## config.mk

```make
export PLATFORM = sky130hd
export DESIGN_NAME = flash_status_gen
export DESIGN_NICKNAME = d
export VERILOG_FILES = /design/src/rtl/fsg_pkg.sv /design/src/rtl/fsg_strobe.sv /design/src/rtl/fsg_ctrl.sv /design/src/rtl/fsg_toggle.sv /design/src/rtl/flash_status_gen.sv
export SDC_FILE = /design/constraint.sdc
export NUM_CORES = 1
export LEC_CHECK = 0
export ABC_CLOCK_PERIOD_IN_PS = 1550
export BUFFER_PORTS_ARGS = -buffer_cell sky130_fd_sc_hd__buf_2
export CORE_MARGIN = 1
export CORE_UTILIZATION = 40
export DETAILED_ROUTE_END_ITERATION = 6
export HOLD_SLACK_MARGIN = 0.05
export PLACE_DENSITY = 0.66
export SLEW_MARGIN = 25
export SYNTH_ARGS = -nofsm -noshare
export SYNTH_HDL_FRONTEND = slang
export SYNTH_SLANG_ARGS = --single-unit
```

## constraint.sdc

```tcl
create_clock -name clk -period 1.55 [get_ports clk]
set_input_delay 0.0775 -clock clk [delete_from_list [all_inputs] [get_ports clk]]
set_output_delay 0.0775 -clock clk [all_outputs]
set_load 0.01 [all_outputs]
```

## src/rtl/fsg_pkg.sv

```systemverilog
package fsg_pkg;
    typedef enum logic [2:0] {
        ST_IDLE,
        ST_EWIN,
        ST_ERASE,
        ST_SUSP,
        ST_PROG,
        ST_FAIL,
        ST_PWAIT
    } fsg_state_e;
endpackage

```

## src/rtl/fsg_strobe.sv

```systemverilog
module fsg_strobe #(
    parameter int SECT_AW = 2
) (
    input  logic               clk,
    input  logic               rst_n,
    input  logic               cs_n,
    input  logic               oe_n,
    input  logic [SECT_AW-1:0] sect_in,
    output logic               rd_end,
    output logic [SECT_AW-1:0] rd_sect_lat
);
    typedef struct packed {
        logic               rd;
        logic [SECT_AW-1:0] sect;
    } strb_t;

    strb_t strb_d, strb_q;
    logic  rd_now;

    always_comb begin
        rd_now = ~cs_n & ~oe_n;
        strb_d = strb_q;
        strb_d.rd = rd_now;
        if (rd_now) strb_d.sect = sect_in;
    end

    always_ff @(posedge clk or negedge rst_n) begin
        if (!rst_n) strb_q <= '0;
        else        strb_q <= strb_d;
    end

    assign rd_end      = strb_q.rd & ~rd_now;
    assign rd_sect_lat = strb_q.sect;

    // a read cycle cannot end twice in a row
    p_single_end_r2: assert property (@(posedge clk) disable iff (!rst_n)
        rd_end |=> !rd_end);
endmodule

```

## src/rtl/fsg_ctrl.sv

```systemverilog
module fsg_ctrl
    import fsg_pkg::*;
#(
    parameter int NUM_SECT    = 4,
    parameter int TIMEOUT_CYC = 20,
    parameter int PWAIT_CYC   = 30
) (
    input  logic                clk,
    input  logic                rst_n,
    input  logic                start_erase,
    input  logic                start_prog,
    input  logic                prog_bad,
    input  logic                suspend_req,
    input  logic                resume_req,
    input  logic                done_in,
    input  logic                pulse_limit,
    input  logic                reset_cmd,
    input  logic [NUM_SECT-1:0] sel_mask,
    input  logic [NUM_SECT-1:0] prot_mask,
    output fsg_state_e          state,
    output logic [NUM_SECT-1:0] sel_lat,
    output logic [NUM_SECT-1:0] erase_sectors
);
    localparam int MAX_CYC = (TIMEOUT_CYC > PWAIT_CYC) ? TIMEOUT_CYC : PWAIT_CYC;
    localparam int CNT_W   = $clog2(MAX_CYC + 1);

    typedef struct packed {
        fsg_state_e          st;
        logic [CNT_W-1:0]    cnt;
        logic [NUM_SECT-1:0] sel;
        logic [NUM_SECT-1:0] eff;
    } ctl_t;

    ctl_t ctl_d, ctl_q;

    always_comb begin
        ctl_d = ctl_q;
        unique case (ctl_q.st)
            ST_IDLE: begin
                ctl_d.cnt = '0;
                if (start_erase) begin
                    ctl_d.sel = sel_mask;
                    ctl_d.eff = sel_mask & ~prot_mask;
                    ctl_d.st  = ((sel_mask & ~prot_mask) == '0) ? ST_PWAIT : ST_EWIN;
                end else if (start_prog) begin
                    ctl_d.st = prog_bad ? ST_FAIL : ST_PROG;
                end
            end
            ST_EWIN: begin
                if (ctl_q.cnt == CNT_W'(TIMEOUT_CYC - 1)) begin
                    ctl_d.st  = ST_ERASE;
                    ctl_d.cnt = '0;
                end else begin
                    ctl_d.cnt = ctl_q.cnt + 1'b1;
                end
            end
            ST_ERASE: begin
                if (pulse_limit)      ctl_d.st = ST_FAIL;
                else if (done_in)     ctl_d.st = ST_IDLE;
                else if (suspend_req) ctl_d.st = ST_SUSP;
            end
            ST_SUSP: begin
                if (resume_req) ctl_d.st = ST_ERASE;
            end
            ST_PROG: begin
                if (pulse_limit)  ctl_d.st = ST_FAIL;
                else if (done_in) ctl_d.st = ST_IDLE;
            end
            ST_FAIL: begin
                if (reset_cmd) ctl_d.st = ST_IDLE;
            end
            ST_PWAIT: begin
                if (ctl_q.cnt == CNT_W'(PWAIT_CYC - 1)) begin
                    ctl_d.st  = ST_IDLE;
                    ctl_d.cnt = '0;
                end else begin
                    ctl_d.cnt = ctl_q.cnt + 1'b1;
                end
            end
            default: ctl_d.st = ST_IDLE;
        endcase
    end

    always_ff @(posedge clk or negedge rst_n) begin
        if (!rst_n) ctl_q <= '{st: ST_IDLE, cnt: '0, sel: '0, eff: '0};
        else        ctl_q <= ctl_d;
    end

    assign state         = ctl_q.st;
    assign sel_lat       = ctl_q.sel;
    assign erase_sectors = (ctl_q.st == ST_ERASE) ? ctl_q.eff : '0;

    p_fail_sticky_r10: assert property (@(posedge clk) disable iff (!rst_n)
        (state == ST_FAIL && !reset_cmd) |=> state == ST_FAIL);

    p_reset_ignored_r10: assert property (@(posedge clk) disable iff (!rst_n)
        (state == ST_ERASE && reset_cmd && !pulse_limit && !done_in && !suspend_req)
        |=> state == ST_ERASE);

    p_erase_entry_r5: assert property (@(posedge clk) disable iff (!rst_n)
        (state != ST_ERASE) ##1 (state == ST_ERASE)
        |-> ($past(state) == ST_EWIN || $past(state) == ST_SUSP));

    p_wait_bound_r6: assert property (@(posedge clk) disable iff (!rst_n)
        (state == ST_PWAIT) |-> ctl_q.cnt < CNT_W'(PWAIT_CYC));

    p_fail_entry_r8: assert property (@(posedge clk) disable iff (!rst_n)
        (state == ST_PROG && pulse_limit) |=> state == ST_FAIL);
endmodule

```

## src/rtl/fsg_toggle.sv

```systemverilog
module fsg_toggle
    import fsg_pkg::*;
#(
    parameter int SECT_AW  = 2,
    parameter int NUM_SECT = 4
) (
    input  logic                clk,
    input  logic                rst_n,
    input  logic                rd_end,
    input  logic [SECT_AW-1:0]  rd_sect,
    input  fsg_state_e          state,
    input  logic [NUM_SECT-1:0] sel_lat,
    output logic                tog_mode,
    output logic                tog_sect
);
    typedef struct packed {
        logic t6;
        logic t2;
    } tog_t;

    tog_t tog_d, tog_q;
    logic mode_en, sect_en;

    always_comb begin
        mode_en = (state == ST_EWIN) || (state == ST_ERASE) || (state == ST_PROG) ||
                  (state == ST_FAIL) || (state == ST_PWAIT);
        sect_en = ((state == ST_EWIN) || (state == ST_ERASE) || (state == ST_SUSP)) &&
                  sel_lat[rd_sect];
        tog_d = tog_q;
        if (rd_end && mode_en) tog_d.t6 = ~tog_q.t6;
        if (rd_end && sect_en) tog_d.t2 = ~tog_q.t2;
    end

    always_ff @(posedge clk or negedge rst_n) begin
        if (!rst_n) tog_q <= '0;
        else        tog_q <= tog_d;
    end

    assign tog_mode = tog_q.t6;
    assign tog_sect = tog_q.t2;

    p_mode_flip_r2: assert property (@(posedge clk) disable iff (!rst_n)
        (rd_end && state == ST_ERASE) |=> tog_mode != $past(tog_mode));

    p_mode_hold_susp_r3: assert property (@(posedge clk) disable iff (!rst_n)
        (rd_end && state == ST_SUSP) |=> $stable(tog_mode));

    p_sect_quiet_prog_r4: assert property (@(posedge clk) disable iff (!rst_n)
        (state == ST_PROG) |=> $stable(tog_sect));
endmodule

```

## src/rtl/flash_status_gen.sv

```systemverilog
module flash_status_gen
    import fsg_pkg::*;
#(
    parameter int  SECT_AW     = 2,
    parameter int  TIMEOUT_CYC = 20,
    parameter int  PWAIT_CYC   = 30,
    localparam int NUM_SECT    = 2 ** SECT_AW
) (
    input  logic                clk,
    input  logic                rst_n,
    input  logic                cs_n,
    input  logic                oe_n,
    input  logic [SECT_AW-1:0]  rd_sect,
    input  logic                start_erase,
    input  logic                start_prog,
    input  logic                prog_bad,
    input  logic                suspend_req,
    input  logic                resume_req,
    input  logic                done_in,
    input  logic                pulse_limit,
    input  logic                reset_cmd,
    input  logic [NUM_SECT-1:0] sel_mask,
    input  logic [NUM_SECT-1:0] prot_mask,
    output logic                stat_drive,
    output logic [7:0]          stat_word,
    output logic [NUM_SECT-1:0] erase_sectors
);
    fsg_state_e          state;
    logic [NUM_SECT-1:0] sel_lat;
    logic                rd_end;
    logic [SECT_AW-1:0]  sect_lat;
    logic                tog_mode, tog_sect;

    fsg_strobe #(.SECT_AW(SECT_AW)) i_strobe (
        .clk(clk), .rst_n(rst_n), .cs_n(cs_n), .oe_n(oe_n),
        .sect_in(rd_sect), .rd_end(rd_end), .rd_sect_lat(sect_lat)
    );

    fsg_ctrl #(
        .NUM_SECT(NUM_SECT), .TIMEOUT_CYC(TIMEOUT_CYC), .PWAIT_CYC(PWAIT_CYC)
    ) i_ctrl (
        .clk(clk), .rst_n(rst_n), .start_erase(start_erase), .start_prog(start_prog),
        .prog_bad(prog_bad), .suspend_req(suspend_req), .resume_req(resume_req),
        .done_in(done_in), .pulse_limit(pulse_limit), .reset_cmd(reset_cmd),
        .sel_mask(sel_mask), .prot_mask(prot_mask), .state(state),
        .sel_lat(sel_lat), .erase_sectors(erase_sectors)
    );

    fsg_toggle #(.SECT_AW(SECT_AW), .NUM_SECT(NUM_SECT)) i_toggle (
        .clk(clk), .rst_n(rst_n), .rd_end(rd_end), .rd_sect(sect_lat),
        .state(state), .sel_lat(sel_lat), .tog_mode(tog_mode), .tog_sect(tog_sect)
    );

    always_comb begin
        stat_drive = (state != ST_IDLE);
        stat_word  = '0;
        if (stat_drive) begin
            stat_word[6] = tog_mode;
            stat_word[5] = (state == ST_FAIL);
            stat_word[3] = (state == ST_ERASE) || (state == ST_SUSP);
            stat_word[2] = tog_sect;
        end
    end

    p_idle_quiet_r1: assert property (@(posedge clk) disable iff (!rst_n)
        !stat_drive |-> (stat_word == 8'h00 && erase_sectors == '0));

    p_fail_flag_r8: assert property (@(posedge clk) disable iff (!rst_n)
        (state == ST_FAIL) |-> (stat_word[5] && !stat_word[3]));

    p_erase_mask_r7: assert property (@(posedge clk) disable iff (!rst_n)
        (state != ST_ERASE) |-> erase_sectors == '0);
endmodule

```

==> flow_metrics.env, run 1 <==
export IMPL_run_status="finished with violations"
export IMPL_failed_checks="setup timing"
export IMPL_switching_power_w=0.00123
export IMPL_worst_hold_slack_ps=60.2
export IMPL_critPathMaxFanout=3
export IMPL_gp_routability_congestion=0.817
export IMPL_max_vdd_ir_drop_uv=692
export IMPL_die_width_um=58.4
export IMPL_core_area_sq_um=3030
export IMPL_io_pins=35
export IMPL_cp_data_required_time_ps=1750
export IMPL_achievable_frequency_mhz=624
export IMPL_hold_viol=0
export IMPL_detail_route_antenna_nets=0
export IMPL_netlist_top_cell_by_area="dfrtp_1"
export IMPL_cell_internal_pwr_w=0.00187
export IMPL_synth_top_cell_area_share=0.413
export IMPL_drc_violation_total_after_the_first_tritonroute_iteration=4
export IMPL_critical_path_class="flip-flop to flip-flop"
export IMPL_yosys_warnings=0
export IMPL_drc=0
export IMPL_crit_family="compound AO/OA/AOI/OAI gates"
export IMPL_grt_pass1_vias=1113
export IMPL_cts_buffers=3
export IMPL_post_synth_cell_area_avg_sq_um=10.0
export IMPL_power_density_nw_per_um2=1670
export IMPL_path_clk_slew_ps=110
export IMPL_p_leak_nw=0.875
export IMPL_min_path_type="primary input to flip-flop"
export IMPL_port_buffer_count=30
export IMPL_rows=20
export IMPL_placement_cell_area_sq_um=1520
export IMPL_crit_end="i_ctrl.ctl_q[11]$_DFFE_PN0P_"
export IMPL_htree_levels=1
export IMPL_cpMostUsedCell="a21o_1"
export IMPL_crit_path_top_delay_cell="dfrtp_1"
export IMPL_total_number_of_vias=1123
export IMPL_syn_inst=127
export IMPL_yosys_cell_count_top_type="dfrtp_1"
export IMPL_layout_nets=213
export IMPL_report_final_slew_viol_count=0
export IMPL_seq_area_frac_synth=0.413
export IMPL_detail_route_vias_per_cell=4.84
export IMPL_reg2reg_setup_slack_ps=-50
export IMPL_numPlacedInstances=209
export IMPL_area_growth_synth_to_final_pct=45.9
export IMPL_synth_edff_count=0
export IMPL_setup_violations=2
export IMPL_dr_pass1_iters=4
export IMPL_asyncSetResetFlopFracSynth=1.00
export IMPL_synth_top_cells_by_area="dfrtp_1, nand2_1, o21ai_1"
export IMPL_layout_setup_ws_ps=-52.7
export IMPL_finalInstanceArea_sq_um=1850
export IMPL_mappedNetlistArea_sq_um=1270
export IMPL_root_buffer="clkbuf_4"
export IMPL_post_synth_num_cell_types=42
export IMPL_grt_max_degree=22
export IMPL_cp_buffers_inverters=0
export IMPL_grt_setup_unrepaired="yes"
export IMPL_clockPowerShare=0.084
export IMPL_crit_cells=6
export IMPL_dieArea_sq_um=3410
export IMPL_worstRegToRegCells=6
export IMPL_worst_ep_arrival_time_ps=1810
export IMPL_groute_usage_overall=0.188
export IMPL_yosys_most_used_dff="dfrtp_1"
export IMPL_critical_path_startpoint="i_ctrl.ctl_q[9]$_DFFE_PN0P_"
export IMPL_synth_seq_cells=21
export IMPL_netSwitchingFraction=0.397
export IMPL_cap_viol_max_count=0
export IMPL_timing_critical_path_from_type="flip-flop"
export IMPL_final_layout_size_suffix_gt1_frac=0.447
export IMPL_end_kind="flip-flop"
export IMPL_insertion_delay_ps=300
export IMPL_cts_tree="done"
export IMPL_share_seq_of_total_power=0.315
export IMPL_antenna_cells=0
export IMPL_start_util=0.420
export IMPL_floorplan_die_height_um=58.4
export IMPL_timing_critical_path_cells="ha_2 -> nand2_1 -> o31a_1 -> mux2_2 -> a21o_1 -> a21o_1"
export IMPL_overall_overflow_remaining_after_global_route=0
export IMPL_r2r_start="i_ctrl.ctl_q[9]$_DFFE_PN0P_"
export IMPL_synth_commonest_cells="dfrtp_1, nand2_1, o21ai_1, nor2_1"
export IMPL_critical_path_reg2reg_endpoint="i_ctrl.ctl_q[11]$_DFFE_PN0P_"
export IMPL_comb_power_share=0.601
export IMPL_drt_wirelength_per_cell_um=12.7
export IMPL_final_critical_path_time_including_i_o_delays_and_setup_ps=1600
export IMPL_grt_first_pass_wirelength_um=4810
export IMPL_antenna_found_initial=0
export IMPL_finalNonFillerCells=232
export IMPL_maximum_clock_skew_at_final_layout_ps=5.36
export IMPL_total_half_perimeter_wirelength_after_legalization_and_detailed_placement_um=2180
export IMPL_clock_tree_buffer_depth=2
export IMPL_min_period_over_period=1.03
export IMPL_worst_path_largest_cell_delay_ps=390
export IMPL_drt_total_wl_um=2960
export IMPL_clock_sink_count=21
[power by group through the flow]
stage / clock, W / sequential [W] / combinational (W)
4_1_cts: 0.000278 / 0.000949 / 0.00161
6_report: 0.000260 / 0.000973 / 0.00186
3_3_place_gp: 0 / 0.000927 / 0.00137
5_1_grt: 0.000294 / 0.000999 / 0.00203
2_1_floorplan: 0 / 0.000861 / 0.00105
3_5_place_dp: 0 / 0.000943 / 0.00142
[per-stage QoR]
| stage | total power, W | util | setup TNS (ps) | setup slack (ps) |
|---|---|---|---|---|
| floorplan | 0.00191 | - | -27.0 | -27.0 |
| global placement | 0.00230 | 0.501 | -9.12 | -9.12 |
| detailed placement | 0.00236 | 0.501 | -70.0 | -39.4 |
| CTS | 0.00284 | 0.568 | -71.9 | -57.1 |
| global route | 0.00332 | 0.612 | -893 | -121 |
| finish | 0.00309 | 0.612 | -62.5 | -52.7 |
[tightest hold or removal path: cells and delay by family]
kind	cells	cell delay, ps
simple gates	1	110
buf+inv	1	70
compound gates	1	70
[worst min path at each step]
| stage | start | endpoint | slack [ps] | depth (start not counted) |
|---|---|---|---|---|
| 3_3_place_gp | rst_n | i_toggle.tog_mode$_DFFE_PN0P_ | 60 | 1 |
| 4_1_cts | prot_mask[2] | i_ctrl.ctl_q[2]$_DFFE_PN0P_ | 60 | 3 |
| 5_1_grt | prot_mask[1] | i_ctrl.ctl_q[1]$_DFFE_PN0P_ | 90 | 3 |
| 6_report | prot_mask[3] | i_ctrl.ctl_q[3]$_DFFE_PN0P_ | 60 | 3 |
| 3_5_place_dp | rst_n | i_toggle.tog_sect$_DFFE_PN0P_ | 60 | 1 |
| 2_1_floorplan | rst_n | i_ctrl.ctl_q[0]$_DFFE_PN0P_ | -220 | 0 |
[timing repair]
action,CTS,global route
hold endpoints to repair,29,0
cloned,0,0
hold buffers,10,0
pin swaps,5,4
gates resized for setup,13,19
endpoints found under the setup margin,11,23
setup buffers,3,6
[cells in the final DEF, fill, tap and decap left out, types with 3 or more instances in the layout]
cell,count
buf_6,10
dfrtp_1,19
clkbuf_4,3
mux2_2,3
dlygate4sd3_1,10
nor3_1,3
buf_4,16
a21oi_1,5
nand2_1,12
buf_2,26
o21ai_1,9
conb_1,4
nor2_1,6
a21o_1,3
and3_4,3
o21ai_0,3
nand2b_1,4
inv_1,3
mux2_1,4
nand3_1,3
[area by class of cell]
| cell class | instances | area [sq um] |
|---|---|---|
| clock inverter | 1 | 5.00 |
| inverter | 7 | 31.3 |
| multi-input combinational | 94 | 749 |
| sequential | 21 | 528 |
| clock buffer | 3 | 22.5 |
| timing repair buffer | 62 | 463 |
| tap | 44 | 55.1 |
| fill | 244 | 1170 |
[layer usage]
layer	vias up	routed length (um)	global-route usage
met1	531	1270	0.240
met3	6	95	0.0286
met2	29	1560	0.327
met4	0	36	0.0612
met5	-	0	0
li1	557	-	-
[sequential cells by signal (all words and copies together) (netlist names)]
name and cells:
i_ctrl.ctl_q 9, i_ctrl.sel_lat 4, i_ctrl.state 3, i_strobe.rd_sect_lat 2
i_strobe.strb_q 1, i_toggle.tog_mode 1, i_toggle.tog_sect 1
[logic make-up after synthesis]
group	count (synthesis)	share of synthesized area
mux	10	0.0994
buf+inv	15	0.0787
simple gates	45	0.195
flops	21	0.413
other cells	1	0.00295
xor+xnor	3	0.0207
compound gates	30	0.170
fa+ha+maj	2	0.0197
Power figures use the tool's default switching activity.
==> run 2, diff against run 1 <==
--- a/config.mk
+++ b/config.mk
@@ -14,3 +14,2 @@
 export PLACE_DENSITY = 0.66
-export SLEW_MARGIN = 25
 export SYNTH_ARGS = -nofsm -noshare
==> constraint.sdc (replaced) <==
create_clock -name clk -period 1.55 [get_ports clk]
set_input_delay 0.2325 -clock clk [delete_from_list [all_inputs] [get_ports clk]]
set_output_delay 0.2325 -clock clk [all_outputs]
set_load 0.01 [all_outputs]
==> run 2 against run 1 <==
Compared with the run above: hold slack improved by 36 ps; maximum frequency decreased by 3.0%; register-to-register slack got worse by 50 ps; cell count decreased by 1.7%; flip-flop and latch count unchanged; first-iteration DRC count increased to 5.5 times the previous value; clock power increased by 5%; power increased by 1.1%; sequential power decreased by 5.0%; global-route usage decreased by 0.31 points; the flow still finishes with violations (setup timing); highest routed layer unchanged; die area unchanged.
==> flow_metrics.env, run 2 (synthesis results as in run 1) <==
export IMPL_run_status="finished with violations"
export IMPL_failed_checks="setup timing"
export IMPL_layout_common_cells="buf_2, buf_4, dfrtp_1, nand2_1, buf_6"
export IMPL_share_seq_of_total_power=0.296
export IMPL_max_vdd_ir_drop_uv=700
export IMPL_cp_data_required_time_ps=1760
export IMPL_io_pins=35
export IMPL_port_buffer_count=30
export IMPL_min_delay_path_depth=2
export IMPL_maximum_clock_skew_at_final_layout_ps=4.72
export IMPL_setup_violations=7
export IMPL_final_common_cell="buf_2"
export IMPL_grt_max_degree=22
export IMPL_cpMostUsedCell="a21o_1"
export IMPL_detail_route_antenna_nets=0
export IMPL_cts_buffers=3
export IMPL_drc=0
export IMPL_layout_nets=209
export IMPL_grt_first_pass_wirelength_um=4720
export IMPL_min_path_type="primary input to flip-flop"
export IMPL_placement_setup_worst_slack_ps=-80.1
export IMPL_final_layout_size_suffix_gt1_frac=0.500
export IMPL_crit_cells=6
export IMPL_clockPowerShare=0.087
export IMPL_grt_use_met1=0.229
export IMPL_p_leak_nw=0.859
export IMPL_hold_path_endpoint="i_strobe.strb_q[2]$_DFF_PN0_"
export IMPL_layout_setup_ws_ps=-102
export IMPL_hold_viol=0
export IMPL_final_critical_path_time_including_i_o_delays_and_setup_ps=1650
export IMPL_rows=20
export IMPL_drc_violation_total_after_the_first_tritonroute_iteration=22
export IMPL_root_buffer="clkbuf_4"
export IMPL_drt_total_wl_um=2920
export IMPL_largest_register_ffs=9
export IMPL_globalRouteMet3Util=0.0308
export IMPL_overall_overflow_remaining_after_global_route=0
export IMPL_report_final_slew_viol_count=0
export IMPL_start_util=0.420
export IMPL_floorplan_die_height_um=58.4
export IMPL_grt_setup_unrepaired="yes"
export IMPL_worstRegToRegCells=6
export IMPL_total_half_perimeter_wirelength_after_legalization_and_detailed_placement_um=2140
export IMPL_post_route_util=0.586
export IMPL_timing_critical_path_cells="ha_2 -> nand2_1 -> o31a_1 -> mux2_2 -> a21o_1 -> a21o_1"
export IMPL_antenna_found_initial=0
export IMPL_cp_buffers_inverters=0
export IMPL_power_density_nw_per_um2=1760
export IMPL_timing_critical_path_from_type="flip-flop"
export IMPL_path_clk_slew_ps=120
export IMPL_registers_top_by_ff_count="i_ctrl.ctl_q"
export IMPL_clock_sink_count=21
export IMPL_antenna_cells=0
export IMPL_top_usage_layer="met2"
export IMPL_clock_tree_buffer_depth=2
export IMPL_detail_route_vias_per_cell=4.99
export IMPL_insertion_delay_ps=310
export IMPL_r2r_start="i_ctrl.ctl_q[8]$_DFFE_PN0P_"
export IMPL_switching_power_w=0.00121
export IMPL_drt_wirelength_per_cell_um=12.8
export IMPL_crit_path_top_delay_cell="dfrtp_1"
export IMPL_netSwitchingFraction=0.386
export IMPL_crit_family="compound AO/OA/AOI/OAI gates"
export IMPL_worstHoldStart="cs_n"
export IMPL_gp_routability_congestion=0.887
export IMPL_reg2reg_setup_slack_ps=-100
export IMPL_htree_levels=1
export IMPL_worst_ep_arrival_time_ps=1860
export IMPL_end_kind="flip-flop"
export IMPL_grtUsageMet2=0.309
export IMPL_critical_path_reg2reg_endpoint="i_ctrl.ctl_q[11]$_DFFE_PN0P_"
export IMPL_critPathMaxFanout=3
export IMPL_die_width_um=58.4
export IMPL_grt_pass1_vias=1100
export IMPL_groute_usage_overall=0.185
export IMPL_dieArea_sq_um=3410
export IMPL_cap_viol_max_count=0
export IMPL_core_area_sq_um=3030
export IMPL_comb_power_share=0.617
export IMPL_min_period_over_period=1.07
export IMPL_worst_path_largest_cell_delay_ps=420
export IMPL_achievable_frequency_mhz=605
export IMPL_dr_pass1_iters=4
export IMPL_cts_tree="done"
export IMPL_cell_internal_pwr_w=0.00192
export IMPL_total_number_of_vias=1138
export IMPL_critical_path_class="flip-flop to flip-flop"
export IMPL_area_growth_synth_to_final_pct=39.7
[run 2: cell types whose count changed in the layout (fill, tap and decap cells not counted), sizes merged]
| cell | before | now |
|---|---|---|
| dlygate4sd3 | 10 | 1 |
| buf | 52 | 57 |
[run 2: what timing repair did]
| action | in CTS | in global routing |
|---|---|---|
| setup endpoints to repair | 12 | 16 |
| hold endpoints to repair | 21 | 0 |
| gates resized for setup | 8 | 22 |
| buffers inserted | 7 | 8 |
| pin swaps | 3 | 3 |
| hold buffers | 1 | 0 |
[run 2: how the worst max path moves through the flow]
stage	startpoint	end	slack [ps]
6_report	i_ctrl.ctl_q[8]$_DFFE_PN0P_	i_ctrl.ctl_q[11]$_DFFE_PN0P_	-100
5_1_grt	i_ctrl.ctl_q[8]$_DFFE_PN0P_	i_ctrl.ctl_q[11]$_DFFE_PN0P_	-170
4_1_cts	i_ctrl.ctl_q[9]$_DFFE_PN0P_	i_ctrl.ctl_q[11]$_DFFE_PN0P_	-90
3_5_place_dp	i_ctrl.ctl_q[9]$_DFFE_PN0P_	i_ctrl.state[1]$_DFFE_PN0P_	-80
3_3_place_gp	i_ctrl.state[2]$_DFFE_PN0P_	i_ctrl.state[1]$_DFFE_PN0P_	-20
2_1_floorplan	i_ctrl.ctl_q[8]$_DFFE_PN0P_	i_ctrl.ctl_q[11]$_DFFE_PN0P_	-30
[run 2: power groups by stage]
| stage | Clock (W) | Sequential, W | Combinational [W] |
|---|---|---|---|
| after global placement | 0 | 0.000922 | 0.00136 |
| after global routing | 0.000311 | 0.000950 | 0.00211 |
| after detailed placement | 0 | 0.000937 | 0.00139 |
| after CTS | 0.000288 | 0.000924 | 0.00160 |
| final | 0.000273 | 0.000924 | 0.00193 |
| after floorplan | 0 | 0.000861 | 0.00105 |
[run 2: cell type report]
type                            instances  area (sq um)
Timing Repair Buffer                   58           417
Tap cell                               44          55.1
Inverter                                7          31.3
Sequential cell                        21           529
Fill cell                             255          1250
Clock inverter                          1          5.00
Multi-Input combinational cell         94           716
Clock buffer                            3          22.5
[run 2: metal layers]
metal	vias to the layer above	share of wire
met3	12	0.039
li1	552	-
met1	533	0.43
met4	0	0.029
met2	41	0.50
met5	-	0
[run 2: per-stage QoR]
step | hold slack, ps | power (W) | TNS (ps) | area, sq um | instances
after floorplan | -63.1 | 0.00191 | -27.0 | 1280 | 130
after global placement | 212 | 0.00228 | -25.9 | 1510 | 208
after detailed placement | 216 | 0.00233 | -155 | 1510 | 208
after CTS | 85.3 | 0.00282 | -368 | 1620 | 220
after global routing | 89.6 | 0.00337 | -1330 | 1780 | 228
final | 96.3 | 0.00313 | -352 | 1780 | 228
